--- config.mk ---
export PLATFORM = sky130hd
export DESIGN_NAME = field_scanout
export DESIGN_NICKNAME = d
export VERILOG_FILES = /design/src/rtl/fscan_pkg.sv /design/src/rtl/fscan_geom.sv /design/src/rtl/fscan_seq.sv /design/src/rtl/fscan_addr.sv /design/src/rtl/field_scanout.sv
export SDC_FILE = /design/constraint.sdc
export NUM_CORES = 1
export LEC_CHECK = 0
export ABC_AREA = 1
export BUFFER_PORTS_ARGS = -buffer_cell sky130_fd_sc_hd__buf_2
export CAP_MARGIN = 40
export CORE_MARGIN = 4
export CORE_UTILIZATION = 63
export CTS_CLUSTER_DIAMETER = 150
export DETAILED_ROUTE_END_ITERATION = 7
export PLACE_DENSITY = 0.89
export SLEW_MARGIN = 20
export SYNTH_ARGS = -nofsm -noshare
export SYNTH_HDL_FRONTEND = slang
export SYNTH_SLANG_ARGS = --single-unit
--- constraint.sdc ---
create_clock -name clk -period 8.2 [get_ports clk]
set_input_delay 0.41 -clock clk [delete_from_list [all_inputs] [get_ports clk]]
set_output_delay 0.41 -clock clk [all_outputs]
set_load 0.01 [all_outputs]
--- src/rtl/fscan_pkg.sv ---
package fscan_pkg;

    // Width of every geometry count (samples per line, lines, line bytes).
    localparam int unsigned GEOM_W = 12;

    // Ring positions; the ring advances by incrementing this code.
    typedef enum logic [1:0] {
        SEG_VB1 = 2'd0,
        SEG_AV1 = 2'd1,
        SEG_VB2 = 2'd2,
        SEG_AV2 = 2'd3
    } seg_e;

    typedef struct packed {
        logic [GEOM_W-1:0] spl;        // samples per line
        logic [GEOM_W-1:0] vb1_lines;
        logic [GEOM_W-1:0] act_lines;
        logic [GEOM_W-1:0] vb2_lines;
        logic [GEOM_W-1:0] line_bytes;
    } geom_t;

    function automatic logic seg_is_blank(seg_e s);
        return (s == SEG_VB1) || (s == SEG_VB2);
    endfunction

endpackage

--- src/rtl/fscan_geom.sv ---
module fscan_geom
    import fscan_pkg::*;
#(
    parameter int unsigned PIX_FULL    = 720,
    parameter int unsigned PIX_NARROW  = 640,
    parameter int unsigned PRE_525     = 16,
    parameter int unsigned PRE_625     = 12,
    parameter int unsigned NARROW_XTRA = 40,
    parameter int unsigned VB1_525     = 22,
    parameter int unsigned ACT_525     = 240,
    parameter int unsigned VB2_525     = 23,
    parameter int unsigned VB1_625     = 24,
    parameter int unsigned ACT_625     = 288,
    parameter int unsigned VB2_625     = 25,
    parameter int unsigned NARROW_MOVE = 20
) (
    input  logic [1:0] mode_i,
    output geom_t      geom_o
);

    localparam logic [GEOM_W-1:0] W_FULL   = GEOM_W'(PIX_FULL);
    localparam logic [GEOM_W-1:0] W_NARROW = GEOM_W'(PIX_NARROW);
    localparam logic [GEOM_W-1:0] P_525    = GEOM_W'(PRE_525);
    localparam logic [GEOM_W-1:0] P_625    = GEOM_W'(PRE_625);
    localparam logic [GEOM_W-1:0] P_XTRA   = GEOM_W'(NARROW_XTRA);
    localparam logic [GEOM_W-1:0] L_VB1_A  = GEOM_W'(VB1_525);
    localparam logic [GEOM_W-1:0] L_ACT_A  = GEOM_W'(ACT_525);
    localparam logic [GEOM_W-1:0] L_VB2_A  = GEOM_W'(VB2_525);
    localparam logic [GEOM_W-1:0] L_VB1_B  = GEOM_W'(VB1_625);
    localparam logic [GEOM_W-1:0] L_ACT_B  = GEOM_W'(ACT_625);
    localparam logic [GEOM_W-1:0] L_VB2_B  = GEOM_W'(VB2_625);
    localparam logic [GEOM_W-1:0] L_MOVE   = GEOM_W'(NARROW_MOVE);

    logic              is_625;
    logic              is_narrow;
    logic [GEOM_W-1:0] act_w;
    logic [GEOM_W-1:0] pre_w;
    logic [GEOM_W-1:0] moved;

    always_comb begin
        is_625    = mode_i[0];
        is_narrow = mode_i[1];
        act_w     = is_narrow ? W_NARROW : W_FULL;
        pre_w     = (is_625 ? P_625 : P_525) + (is_narrow ? P_XTRA : '0);
        moved     = (is_625 && is_narrow) ? L_MOVE : '0;

        geom_o.spl        = act_w + pre_w;
        geom_o.line_bytes = {act_w[GEOM_W-2:0], 1'b0};
        geom_o.vb1_lines  = (is_625 ? L_VB1_B : L_VB1_A) + moved;
        geom_o.act_lines  = is_625 ? (L_ACT_B - moved) : L_ACT_A;
        geom_o.vb2_lines  = (is_625 ? L_VB2_B : L_VB2_A) + moved;
    end

endmodule

--- src/rtl/fscan_seq.sv ---
module fscan_seq
    import fscan_pkg::*;
#(
    parameter int unsigned ADDR_W = 32,
    parameter int unsigned PAN_W  = 10
) (
    input  logic              clk,
    input  logic              rst_n,
    input  logic              err_i,
    input  logic              ready_i,
    input  geom_t             geom_i,
    input  logic [ADDR_W-1:0] base_i,
    input  logic [PAN_W-1:0]  pan_i,
    output logic              run_o,
    output seg_e              seg_o,
    output seg_e              seg_nxt_o,
    output logic              line_start_o,
    output logic              field_o,
    output logic              step_o,
    output logic              enter_o,
    output logic              new_line_o,
    output logic [GEOM_W-1:0] lbytes_o,
    output logic [GEOM_W-1:0] lbytes_nxt_o,
    output logic [ADDR_W-1:0] base_nxt_o,
    output logic [PAN_W-1:0]  pan_nxt_o
);

    localparam logic [GEOM_W-1:0] ONE = GEOM_W'(1);

    typedef struct packed {
        logic              run;
        seg_e              seg;
        logic [GEOM_W-1:0] pix;
        logic [GEOM_W-1:0] line;
        logic              field;
        geom_t             geom;
        logic [ADDR_W-1:0] base;
        logic [PAN_W-1:0]  pan;
    } st_t;

    st_t               st_d, st_q;
    logic [GEOM_W-1:0] seg_lines;
    logic              last_pix, last_line;
    seg_e              seg_inc;
    logic              step_d, enter_d, nline_d;

    always_comb begin
        case (st_q.seg)
            SEG_VB1: seg_lines = st_q.geom.vb1_lines;
            SEG_VB2: seg_lines = st_q.geom.vb2_lines;
            default: seg_lines = st_q.geom.act_lines;
        endcase
        last_pix  = (st_q.pix == st_q.geom.spl - ONE);
        last_line = (st_q.line == seg_lines - ONE);
        seg_inc   = seg_e'(st_q.seg + 2'd1);

        st_d    = st_q;
        step_d  = 1'b0;
        enter_d = 1'b0;
        nline_d = 1'b0;

        if (err_i) begin
            st_d.run = 1'b0;
        end else if (!st_q.run) begin
            // restart: reload the ring head (active field 2) and the frame settings
            st_d.run   = 1'b1;
            st_d.seg   = SEG_AV2;
            st_d.pix   = '0;
            st_d.line  = '0;
            st_d.field = 1'b1;
            st_d.geom  = geom_i;
            st_d.base  = base_i;
            st_d.pan   = pan_i;
            enter_d    = 1'b1;
        end else if (ready_i) begin
            step_d = 1'b1;
            if (!last_pix) begin
                st_d.pix = st_q.pix + ONE;
            end else begin
                st_d.pix = '0;
                if (!last_line) begin
                    st_d.line = st_q.line + ONE;
                    nline_d   = 1'b1;
                end else begin
                    st_d.line = '0;
                    st_d.seg  = seg_inc;
                    enter_d   = 1'b1;
                    if (seg_inc == SEG_VB1) begin
                        st_d.geom = geom_i;
                        st_d.base = base_i;
                        st_d.pan  = pan_i;
                    end
                    if (seg_is_blank(seg_inc)) begin
                        st_d.field = ~st_q.field;
                    end
                end
            end
        end
    end

    always_ff @(posedge clk or negedge rst_n) begin
        if (!rst_n) begin
            st_q       <= '0;
            st_q.seg   <= SEG_AV2;
            st_q.field <= 1'b1;
        end else begin
            st_q <= st_d;
        end
    end

    assign run_o        = st_q.run;
    assign seg_o        = st_q.seg;
    assign seg_nxt_o    = st_d.seg;
    assign line_start_o = st_q.run && (st_q.pix == '0);
    assign field_o      = st_q.field;
    assign step_o       = step_d;
    assign enter_o      = enter_d;
    assign new_line_o   = nline_d;
    assign lbytes_o     = st_q.geom.line_bytes;
    assign lbytes_nxt_o = st_d.geom.line_bytes;
    assign base_nxt_o   = st_d.base;
    assign pan_nxt_o    = st_d.pan;

    // while running, a segment change always moves one step forward on the ring
    p_ring_order_r1: assert property (@(posedge clk) disable iff (!rst_n)
        st_q.run && $past(st_q.run) && (st_q.seg != $past(st_q.seg))
        |-> st_q.seg == seg_e'($past(st_q.seg) + 2'd1));

    // frame settings change only at the first sample of blank field 1
    p_pan_frame_r6: assert property (@(posedge clk) disable iff (!rst_n)
        st_q.run && $past(st_q.run)
        && ((st_q.pan != $past(st_q.pan)) || (st_q.base != $past(st_q.base)))
        |-> (st_q.seg == SEG_VB1) && (st_q.line == '0) && (st_q.pix == '0));

    // the field marker flips only when a blanking segment begins
    p_field_flip_r9: assert property (@(posedge clk) disable iff (!rst_n)
        st_q.run && $past(st_q.run) && (st_q.field != $past(st_q.field))
        |-> seg_is_blank(st_q.seg) && (st_q.line == '0) && (st_q.pix == '0));

endmodule

--- src/rtl/fscan_addr.sv ---
module fscan_addr
    import fscan_pkg::*;
#(
    parameter int unsigned         ADDR_W     = 32,
    parameter int unsigned         PAN_W      = 10,
    parameter logic [ADDR_W-1:0]   DUMMY_ADDR = 32'hFF80_0000
) (
    input  logic              clk,
    input  logic              rst_n,
    input  logic              step_i,
    input  logic              enter_i,
    input  logic              new_line_i,
    input  seg_e              seg_q_i,
    input  seg_e              seg_d_i,
    input  logic [GEOM_W-1:0] lbytes_q_i,
    input  logic [GEOM_W-1:0] lbytes_d_i,
    input  logic [ADDR_W-1:0] base_d_i,
    input  logic [PAN_W-1:0]  pan_d_i,
    output logic [ADDR_W-1:0] addr_o
);

    localparam logic [ADDR_W-1:0] PIX_BYTES = ADDR_W'(2);

    typedef struct packed {
        logic [ADDR_W-1:0] addr;
        logic [ADDR_W-1:0] lstart;
    } ast_t;

    ast_t              a_d, a_q;
    logic [ADDR_W-1:0] pan_off;
    logic [ADDR_W-1:0] fld_start;
    logic [ADDR_W-1:0] skip_q;

    always_comb begin
        pan_off   = ADDR_W'(pan_d_i) * ADDR_W'(lbytes_d_i);
        fld_start = base_d_i + pan_off
                  + ((seg_d_i == SEG_AV2) ? ADDR_W'(lbytes_d_i) : '0);
        skip_q    = ADDR_W'({lbytes_q_i, 1'b0});

        a_d = a_q;
        if (enter_i) begin
            if (seg_is_blank(seg_d_i)) begin
                a_d.addr   = DUMMY_ADDR;
                a_d.lstart = DUMMY_ADDR;
            end else begin
                a_d.addr   = fld_start;
                a_d.lstart = fld_start;
            end
        end else if (new_line_i) begin
            if (!seg_is_blank(seg_q_i)) begin
                // skip the interleaved line that belongs to the other field
                a_d.lstart = a_q.lstart + skip_q;
                a_d.addr   = a_q.lstart + skip_q;
            end
        end else if (step_i && !seg_is_blank(seg_q_i)) begin
            a_d.addr = a_q.addr + PIX_BYTES;
        end
    end

    always_ff @(posedge clk or negedge rst_n) begin
        if (!rst_n) begin
            a_q.addr   <= DUMMY_ADDR;
            a_q.lstart <= DUMMY_ADDR;
        end else begin
            a_q <= a_d;
        end
    end

    assign addr_o = a_q.addr;

    // within an active line each accepted sample moves on by one pixel
    p_pixel_step_r5: assert property (@(posedge clk) disable iff (!rst_n)
        step_i && !enter_i && !new_line_i && !seg_is_blank(seg_q_i)
        |=> addr_o == $past(addr_o) + PIX_BYTES);

    // a new active line begins two line lengths after the previous one
    p_line_skip_r5: assert property (@(posedge clk) disable iff (!rst_n)
        new_line_i && !seg_is_blank(seg_q_i)
        |=> addr_o == $past(a_q.lstart) + $past(skip_q));

endmodule

--- src/rtl/field_scanout.sv ---
module field_scanout
    import fscan_pkg::*;
#(
    parameter int unsigned       ADDR_W      = 32,
    parameter int unsigned       PAN_W       = 10,
    parameter logic [ADDR_W-1:0] DUMMY_ADDR  = 32'hFF80_0000,
    parameter int unsigned       PIX_FULL    = 720,
    parameter int unsigned       PIX_NARROW  = 640,
    parameter int unsigned       PRE_525     = 16,
    parameter int unsigned       PRE_625     = 12,
    parameter int unsigned       NARROW_XTRA = 40,
    parameter int unsigned       VB1_525     = 22,
    parameter int unsigned       ACT_525     = 240,
    parameter int unsigned       VB2_525     = 23,
    parameter int unsigned       VB1_625     = 24,
    parameter int unsigned       ACT_625     = 288,
    parameter int unsigned       VB2_625     = 25,
    parameter int unsigned       NARROW_MOVE = 20
) (
    input  logic              clk,
    input  logic              rst_n,
    input  logic [1:0]        mode_i,
    input  logic [ADDR_W-1:0] base_i,
    input  logic [PAN_W-1:0]  pan_i,
    input  logic              err_i,
    input  logic              rd_ready_i,
    output logic              rd_valid_o,
    output logic [ADDR_W-1:0] rd_addr_o,
    output logic              rd_blank_o,
    output logic              line_start_o,
    output logic              field_o
);

    geom_t             geom_in;
    seg_e              seg_q, seg_d;
    logic              step, enter, new_line;
    logic [GEOM_W-1:0] lbytes_q, lbytes_d;
    logic [ADDR_W-1:0] base_d;
    logic [PAN_W-1:0]  pan_d;

    fscan_geom #(
        .PIX_FULL(PIX_FULL), .PIX_NARROW(PIX_NARROW),
        .PRE_525(PRE_525), .PRE_625(PRE_625), .NARROW_XTRA(NARROW_XTRA),
        .VB1_525(VB1_525), .ACT_525(ACT_525), .VB2_525(VB2_525),
        .VB1_625(VB1_625), .ACT_625(ACT_625), .VB2_625(VB2_625),
        .NARROW_MOVE(NARROW_MOVE)
    ) geom_i (
        .mode_i (mode_i),
        .geom_o (geom_in)
    );

    fscan_seq #(.ADDR_W(ADDR_W), .PAN_W(PAN_W)) seq_i (
        .clk          (clk),
        .rst_n        (rst_n),
        .err_i        (err_i),
        .ready_i      (rd_ready_i),
        .geom_i       (geom_in),
        .base_i       (base_i),
        .pan_i        (pan_i),
        .run_o        (rd_valid_o),
        .seg_o        (seg_q),
        .seg_nxt_o    (seg_d),
        .line_start_o (line_start_o),
        .field_o      (field_o),
        .step_o       (step),
        .enter_o      (enter),
        .new_line_o   (new_line),
        .lbytes_o     (lbytes_q),
        .lbytes_nxt_o (lbytes_d),
        .base_nxt_o   (base_d),
        .pan_nxt_o    (pan_d)
    );

    fscan_addr #(.ADDR_W(ADDR_W), .PAN_W(PAN_W), .DUMMY_ADDR(DUMMY_ADDR)) addr_i (
        .clk        (clk),
        .rst_n      (rst_n),
        .step_i     (step),
        .enter_i    (enter),
        .new_line_i (new_line),
        .seg_q_i    (seg_q),
        .seg_d_i    (seg_d),
        .lbytes_q_i (lbytes_q),
        .lbytes_d_i (lbytes_d),
        .base_d_i   (base_d),
        .pan_d_i    (pan_d),
        .addr_o     (rd_addr_o)
    );

    assign rd_blank_o = seg_is_blank(seg_q);

    // blanking requests always carry the dummy source address
    p_blank_dummy_r4: assert property (@(posedge clk) disable iff (!rst_n)
        rd_valid_o && rd_blank_o |-> rd_addr_o == DUMMY_ADDR);

    // a stalled request stays exactly as it was
    p_stall_hold_r7: assert property (@(posedge clk) disable iff (!rst_n)
        rd_valid_o && !rd_ready_i && !err_i
        |=> rd_valid_o && $stable(rd_addr_o) && $stable(line_start_o)
            && $stable(field_o) && $stable(rd_blank_o));

    // an error withdraws the request in the next cycle
    p_err_drop_r8: assert property (@(posedge clk) disable iff (!rst_n)
        err_i |=> !rd_valid_o);

    // scanout always (re)starts on the first line of active field 2
    p_restart_head_r1: assert property (@(posedge clk) disable iff (!rst_n)
        $rose(rd_valid_o) |-> !rd_blank_o && line_start_o && field_o);

endmodule

==> out/qor.txt <==
Status = finished, final reports clean
Mapped Nets = 2195
Slew @ Worst Pin = 0.656 ns
Port Buf Inserts = 83
First-pass detailed-route iteration total = 6
GR Overflow Total = 0
Fin nets = 2271
Power, Total = 5.29 mW
Final setup viols = 0
I/O pin cnt = 84
Share of cells above drive strength 1 = 14.0%
Global-route wire length before repair = 64800 um
Fmax = 129 MHz
Vias in the first global route = 12900
Die area = 26000 um^2
FFs w/ async S/R, synth = 100%
DIE WIDTH = 161 um
Cell count after synthesis = 1946
Post-DP Area = 15500 um^2
Total routed wirelength = 40300 um
Post-synthesis sequential area ratio = 26.9%
Final critical-path required period = 7.74 ns
Critical Path Start = seq_i.seg_o[0]
Crit path largest cell delay = 0.59 ns
Most numerous cell on the critical path = nand2_1
Gr usage total = 30.9%
Die Ht = 161 um
Crit-path max FO = 21
Hold crit path type = input pin to flip-flop
Worst Min Path Start = base_i[14]
Mean post-synth cell area = 7.61 um^2
P per Cell Area = 323 nW/um^2
Area grow syn2layout = 10.5%
ANT nets after route = 0
DP Wirelength = 30800 um
Number of H-tree levels = 4
CP max stage cell = dfstp_2
Critical path type = flip-flop to flip-flop
Yosys cell types = 54
Relative slew slack = 55.9%
EDFF count, synth = 0
Slack of the critical path = 0.465 ns
TritonCTS clock tree = done
Vias post-DR = 13400
Antenna diodes = 0
Reg clk slew, reported paths = 0.07 ns
DR vias/cell = 5.72
Synth warn = 0
Core ar. = 22800 um^2
Synth Cell Area = 14800 um^2
Crit path DAT = 8.12 ns
Design Area, Final = 16400 um^2
1st-iter DRT viols = 1387
Max-cap viol count = 0
VDD IR max = 0.334 mV
Synth Flop Type = dfrtp_1
WP data required = 8.58 ns
DP Worst Slack = -0.229 ns
Routability cong. = 0.973
Drc violations = 0
Leakage = 8.39 nW
Max Slew Vio Count = 0
Final Hold Viols = 0
Final period util = 94.3%
CTS Buffer Depth = 2
Total CTS buffers = 17
Worst r2r src = seq_i.seg_o[0]
Root Driver = clkbuf_16
Crit start category = flip-flop
#FFs+latches synth = 158
Initial antenna violation count = 0
Crit. End Element = flip-flop
Largest net degree at the start of global routing = 60
Initial Utilization = 64.8%
Routed wire per std cell = 17.1 um
# rows = 55
Clock sink total = 158
Worst-Skew Late Latency = 0.44 ns
Clk_skew = 0.0115 ns
## layout make-up
cell class | count | area, um^2
timing repair buffer | 132 | 847
fill | 1703 | 6490
tap | 313 | 392
multi-input combinational | 1363 | 9210
clock buffer | 18 | 439
inverter | 350 | 1330
sequential | 158 | 3980
clock inverter | 14 | 156
## synthesized netlist by cell type (3+ instances only)
cell type / count / area share (%)
xor2_1: 61 / 3.6
a22oi_1: 11 / 0.56
clkbuf_1: 14 / 0.35
inv_1: 333 / 8.4
nor4_1: 5 / 0.21
buf_1: 3 / 0.076
inv_2: 10 / 0.25
a21oi_1: 101 / 3.4
o21ai_1: 14 / 0.47
xnor2_1: 22 / 1.3
nand2_1: 423 / 11
nor3_1: 31 / 1.0
a31oi_1: 28 / 1.2
or2_2: 23 / 0.97
nor2_1: 190 / 4.8
dfrtp_1: 137 / 23
nand2_2: 9 / 0.38
o21ai_0: 84 / 2.8
buf_4: 33 / 1.7
a21boi_0: 4 / 0.20
fa_1: 114 / 15
nand3_1: 67 / 2.3
o211ai_1: 10 / 0.51
clkinv_1: 6 / 0.15
nor2_4: 5 / 0.38
or2_1: 3 / 0.13
nand4_1: 23 / 0.97
o21a_1: 3 / 0.15
nor2_2: 8 / 0.34
buf_2: 24 / 0.81
dfstp_2: 21 / 3.7
o22ai_1: 12 / 0.51
ha_1: 87 / 7.4
## metrics by stage
| step | instances | setup TNS (ns) | util [%] | hold WS, ns |
|---|---|---|---|---|
| 5_1_grt | 2348 | -0.328 | 71.6 | 0.234 |
| 3_5_place_dp | 2302 | -1.33 | 67.8 | 0.319 |
| 6_report | 2348 | 0 | 71.6 | 0.217 |
| 3_3_place_gp | 2299 | 0 | 67.5 | 0.481 |
| 2_1_floorplan | 1946 | 0 | - | 0.114 |
| 4_1_cts | 2335 | 0 | 70.5 | 0.205 |
## flip-flops by register name (all words and copies together) (netlist names)
signal / count
addr_i.a_q: 32
addr_i.addr_o: 32
seq_i.field_o: 1
seq_i.lbytes_o: 12
seq_i.run_o: 1
seq_i.seg_o: 2
seq_i.st_q: 78
## power breakdown
group          switching (mW)  internal, mW
sequential              0.180         0.972
clock                   0.367         0.463
combinational            2.02          1.29
## cell usage in the layout (no fill, tap or decap), types with 67 or more instances in the layout
cell type,count
ha_1,83
buf_2,82
nor2_1,184
a21oi_1,94
nand3_1,67
inv_1,333
dfrtp_1,137
fa_1,114
o21ai_0,74
nand2_1,417
## cell families after synthesis
logic type      count (synthesis)  synth area share, %
compound gates                279                 10.5
fa+ha+maj                     201                 22.8
buf+inv                       425                 11.9
flops                         158                 26.9
xor+xnor                       83                 4.91
simple gates                  800                 23.1
## path summary, 6_finish.rpt
path | endpoint | slack [ns] | depth (start not counted)
worst max-delay path | addr_i.addr_o[30] | 0.46 | 39
worst min-delay path | seq_i.st_q[24] | 0.22 | 3
worst max register to register | addr_i.addr_o[30] | 0.46 | 39
worst min register to register | addr_i.a_q[31] | 0.50 | 2
max in group asynchronous | addr_i.addr_o[23] | 6.82 | 4
min in group asynchronous | seq_i.st_q[123] | 0.42 | 2
## metal layers
metal  routed length, um  up-vias  part of all wire (%)  GRT usage [%]
met1               16300     6378                    40           42.4
met4                1170        0                   2.9           9.97
met2               18600      717                    46           48.9
met3                4140      106                    10           7.17
met5                   0        -                     0              0
li1                    -     6229                     -              -
## what timing repair did
item,4_1_cts,5_1_grt
endpoints found under the setup margin,21,37
setup buffers,0,13
resized for setup,4,51
hold buffers,1,0
endpoints found under the hold margin,28,0
pin swaps,0,6
## critical path, delay by kind of cell, from the launching register on
kind	cells	cell delay [ns]
fa+ha+maj	7	3.21
simple gates	20	1.97
compound gates	5	1.06
buf+inv	6	0.64
flops	1	0.59
xor+xnor	1	0.16
No activity file was read; power rests on OpenSTA's default activity.
